===== src/rtl/page_mapper.sv =====
module page_mapper #(
  parameter int          PAGE_W   = 4,
  parameter int          SET_W    = 2,
  parameter bit          USE_SETS = 1'b1,
  parameter logic [7:0]  MAP_PORT = 8'h40,
  parameter logic [7:0]  SET_PORT = 8'h44
) (
  input  logic                   clk,
  input  logic                   rst_n,
  input  logic [15:0]            cpu_addr,
  input  logic [7:0]             cpu_data,
  input  logic                   iorq_n,
  input  logic                   wr_n,
  output logic [PAGE_W+13:0]     phys_addr,
  output logic                   map_en
);
  localparam int NSETS   = USE_SETS ? (1 << SET_W) : 1;
  localparam int ENTRIES = NSETS * 4;
  localparam int IDX_W   = SET_W + 2;

  logic              strobe, strobe_q;
  logic [7:0]        lat_port;
  logic [7:0]        lat_data;
  logic              lat_map_hit, lat_set_hit, commit;
  logic [SET_W-1:0]  set_sel;
  logic [PAGE_W-1:0] map_q [ENTRIES];
  logic [IDX_W-1:0]  rd_idx, wr_idx;

  assign strobe      = !iorq_n && !wr_n;
  assign map_en      = !strobe;
  assign commit      = strobe_q && !strobe;
  assign lat_map_hit = lat_port[7:2] == MAP_PORT[7:2];
  assign lat_set_hit = lat_port == SET_PORT;

  always_ff @(posedge clk or negedge rst_n) begin
    if (!rst_n) begin
      strobe_q <= 1'b0;
      lat_port <= '0;
      lat_data <= '0;
    end else begin
      strobe_q <= strobe;
      if (strobe) begin
        lat_port <= cpu_addr[7:0];
        lat_data <= cpu_data;
      end
    end
  end

  generate
    if (USE_SETS) begin : g_sets
      always_ff @(posedge clk or negedge rst_n) begin
        if (!rst_n)                     set_sel <= '0;
        else if (commit && lat_set_hit) set_sel <= lat_data[SET_W-1:0];
      end
    end else begin : g_single
      assign set_sel = '0;
    end
  endgenerate

  assign rd_idx = {set_sel, cpu_addr[15:14]};
  assign wr_idx = {set_sel, lat_port[1:0]};

  always_ff @(posedge clk or negedge rst_n) begin
    if (!rst_n) begin
      for (int i = 0; i < ENTRIES; i++)
        map_q[i] <= (i < 4) ? PAGE_W'(i) : '0;
    end else if (commit && lat_map_hit) begin
      map_q[wr_idx] <= lat_data[PAGE_W-1:0];
    end
  end

  assign phys_addr = {map_q[rd_idx], cpu_addr[13:0]};

  // checking support: copy of the map one cycle back
  logic [PAGE_W-1:0] map_prev [ENTRIES];
  logic [ENTRIES-1:0] entry_chg;
  always_ff @(posedge clk or negedge rst_n) begin
    if (!rst_n) begin
      for (int i = 0; i < ENTRIES; i++)
        map_prev[i] <= (i < 4) ? PAGE_W'(i) : '0;
    end else begin
      for (int i = 0; i < ENTRIES; i++)
        map_prev[i] <= map_q[i];
    end
  end
  always_comb
    for (int i = 0; i < ENTRIES; i++)
      entry_chg[i] = map_q[i] != map_prev[i];

  assert_one_entry_R9: assert property (@(posedge clk) disable iff (!rst_n)
    $onehot0(entry_chg));

  assert_map_hit_only_R8: assert property (@(posedge clk) disable iff (!rst_n)
    (|entry_chg) |-> $past(strobe_q && !strobe && lat_map_hit));

  assert_set_hit_only_R6: assert property (@(posedge clk) disable iff (!rst_n)
    !$stable(set_sel) |-> $past(strobe_q && !strobe && lat_set_hit));

  assert_hold_during_write_R5: assert property (@(posedge clk) disable iff (!rst_n)
    (strobe && $past(strobe) && $stable(cpu_addr[15:14])) |-> $stable(phys_addr[PAGE_W+13:14]));

  assert_oe_low_R7: assert property (@(posedge clk) disable iff (!rst_n)
    (!iorq_n && !wr_n) |-> (map_en == 1'b0));
endmodule


===== config.mk =====
export PLATFORM = sky130hd
export DESIGN_NAME = page_mapper
export DESIGN_NICKNAME = d
export VERILOG_FILES = /design/src/rtl/page_mapper.sv
export SDC_FILE = /design/constraint.sdc
export NUM_CORES = 1
export LEC_CHECK = 0
export ABC_CLOCK_PERIOD_IN_PS = 10400
export CORE_UTILIZATION = 29
export CTS_CLUSTER_SIZE = 14
export DETAILED_ROUTE_END_ITERATION = 10
export PLACE_DENSITY = 0.51
export SETUP_SLACK_MARGIN = 0.4
export SYNTH_ARGS = -nofsm -noshare
export SYNTH_HDL_FRONTEND = slang
export SYNTH_SLANG_ARGS = --single-unit

===== constraint.sdc =====
create_clock -name clk -period 10.4 [get_ports clk]
set_input_delay 3.12 -clock clk [delete_from_list [all_inputs] [get_ports clk]]
set_output_delay 3.12 -clock clk [all_outputs]
set_load 0.02 [all_outputs]

==> impl_metrics.py <==
metrics = {
    "critical_path": {
        "critical_path_class": "primary input to output port",
        "regToRegSetupSlack_ps": 8050,
        "crit_path_start": "cpu_addr[14]",
        "r2r-start": "lat_port[7]",
        "setup.worst_path.start_class": "primary input",
        "crit_fanout": 12,
        "crit_end": "phys_addr[15]",
        "r2r-end": "map_q[51]",
        "worst_r2r_path_depth": 4,
        "end_kind": "output port",
        "cp.required_ps": 7280,
        "cp.arrival_ps": 5910,
    },
    "grt": {
        "grt_remaining_overflow": 0,
        "grt_max_degree": 80,
        "grt_util_all_layers_pct": 13.17,
        "grt_pass1_vias": 2262,
        "grt_pass1_wl_um": 12550,
        "antenna_found_initial": 0,
    },
    "finish": {
        "nets": 298,
        "drive_gt1_share_pct": 42.91,
        "nFillCells": 1210,
        "layout_common_cells": "75 x dfrtp_1, 74 x mux2_2, 29 x clkdlybuf4s50_1, 16 x mux4_2, 16 x nand2_1",
        "multi_input_area_sq_um": 1543,
        "mostFrequentLayoutCell": "dfrtp_1",
        "area_growth_pct": 17.70,
        "register_area_sq_um": 1982,
        "antenna_cells": 0,
    },
    "synth": {
        "syn_inst": 253,
        "yosys_warnings": 0,
        "ys_ff_latch": 79,
        "yosysSeqAreaShare_pct": 53.71,
        "avgSynthCellArea_sq_um": 14.58,
        "netlist-cell-type-count": 27,
        "synthesis.area_sq_um": 3690,
        "syn-num-nets": 281,
        "synth-simple-area-share_pct": 7.019,
        "synth_xor_area_share_pct": 0,
        "synthMuxAreaShare_pct": 33.98,
        "synth_top_family_by_area": "multiplexers",
        "synth_fa_ha_area_share_pct": 0,
        "synth-compound-area-share_pct": 0.8138,
    },
    "sta": {
        "period_share_pct": 86.80,
        "rsz0062_at_grt": "no",
        "slew_violations": 0,
        "setup_ws_ps": 1373,
        "fin_setup_tns_ps": 0,
        "max_freq_mhz": 110.8,
        "finalSetupViolations": 0,
        "fin_skew_ps": 3.994,
        "max-slew-margin-rel_pct": 32.51,
        "hold_violations": 0,
        "worstMarginPinSlew_ps": 1009,
        "period_needed_ps": 9027,
    },
    "clocking": {
        "clock_path_buffers": 2,
        "cts.clk_slew.worst_paths_ps": 60,
        "h-tree-depth": 3,
        "clk_latency_ps": 330,
        "clock-root-buffer": "clkbuf_16",
        "cts_buffers": 9,
        "clock_sinks": 79,
        "cts_setup_buffers": 0,
        "tritoncts": "done",
        "holdBufCountCts": 0,
        "cts_resized": 0,
    },
    "floorplan": {
        "start_util_pct": 30.22,
        "die_area_sq_um": 13180,
        "die_width_um": 114.8,
        "die_y_um": 114.8,
        "core_sq_um": 12210,
        "placementRows": 40,
        "ios": 47,
    },
    "routing": {
        "wl_per_cell_um": 17.46,
        "first_iter_violations": 59,
        "detail-route-antenna-nets": 0,
        "drc": 0,
        "vias": 2085,
        "drt-vias-per-instance": 4.707,
        "routed_wl_um": 7734,
        "dr.pass1.iters": 4,
    },
    "placement": {
        "hpwlAfterDp_um": 5018,
        "finalWeightedCongestion": 0.6978,
        "numPortBuffers": 30,
        "dpl_worst_slack_ps": 1321,
    },
    "power_and_ir_drop": {
        "powerDensity_nw_per_um2": 161.1,
        "cellLeakagePower_nw": 1.950,
        "ir_drop_uv": 65.00,
    },
    "outcome": {
        "status": "complete, no violations",
    },
    "job": {
        "drv_cap": 0,
    },
    "worst_hold_path": {
        "hold_path.class": "register to register",
    },
}
==> synthesized netlist by cell type, drive strengths merged <==
master	n	area (sq um)
a22oi	4	30.03
and2	2	12.51
and3	1	6.260
buf	18	131.4
clkbuf	8	30.03
dfrtp	75	1877
dfstp	4	105.1
inv	1	3.750
mux2	78	893.4
mux4	16	360.4
nand2	16	60.06
nand2b	2	12.51
nand3	8	40.04
nand4bb	1	11.26
nor2	6	25.03
nor2b	2	12.51
nor3	4	20.02
nor4	1	6.260
nor4b	2	17.52
or2	1	6.260
or3	2	17.52
or4	1	11.26
==> cell type report <==
cell class | count | share of cell area, %
multi-input cells | 147 | 35.52
well taps | 168 | 4.840
inverters | 1 | 0.08643
clock inverters | 5 | 1.354
repair buffers | 32 | 7.203
flip-flops and latches | 79 | 45.64
clock buffers | 11 | 5.359
==> power by group <==
part	switching (mW)	internal [mW]	total, mW
Sequential	0.0205	0.319	0.340
Clock	0.120	0.186	0.306
Combinational	0.0255	0.0281	0.0536
Total	0.166	0.533	0.700
==> cells by family (layout without fill, tap and decap cells) <==
family	after synthesis	count (layout)
simple gates	49	49
mux	94	94
flops	79	79
compound gates	4	4
buf+inv	27	49
==> worst min-delay path by stage <==
stage                      from     endpoint  slack [ps]  depth (start not counted)
finish                 map_q[4]     map_q[4]         500                          1
detailed placement    map_q[19]    map_q[19]         490                          1
global placement      map_q[23]    map_q[23]         480                          1
global route          map_q[37]    map_q[37]         510                          1
floorplan           lat_port[5]  lat_port[5]         470                          1
CTS                   map_q[22]    map_q[22]         500                          1
==> routing by layer <==
| layer | GRT usage, % | share of wire [%] |
|---|---|---|
| met5 | 0 | 0 |
| met2 | 20.93 | 48 |
| met3 | 2.899 | 2.7 |
| met1 | 17.79 | 48 |
| met4 | 4.762 | 1.2 |
==> per-stage QoR <==
stage	instances	hold slack [ps]	utilization (%)	instance area (sq um)	total power [mW]
floorplan	253	472.7	-	3690	0.3733
global placement	427	483.8	33.18	4051	0.4000
detailed placement	427	490.3	33.18	4051	0.4004
CTS	443	504.2	35.56	4343	0.7126
global route	443	510.1	35.56	4343	0.7301
finish	443	501.3	35.56	4343	0.6996
==> registers in the layout (all words and copies together) (netlist names) <==
register / cells
lat_data: 4
lat_port: 8
set_sel: 2
map_q: 64
strobe_q: 1
==> worst max-delay path, cell delays in order <==
cell             delay (ps)
clkdlybuf4s50_1        1080
mux4_2                  620
a22oi_1                 340
nand3_1                 170
clkdlybuf4s50_1         570
No activity file was read; power rests on OpenSTA's default activity.
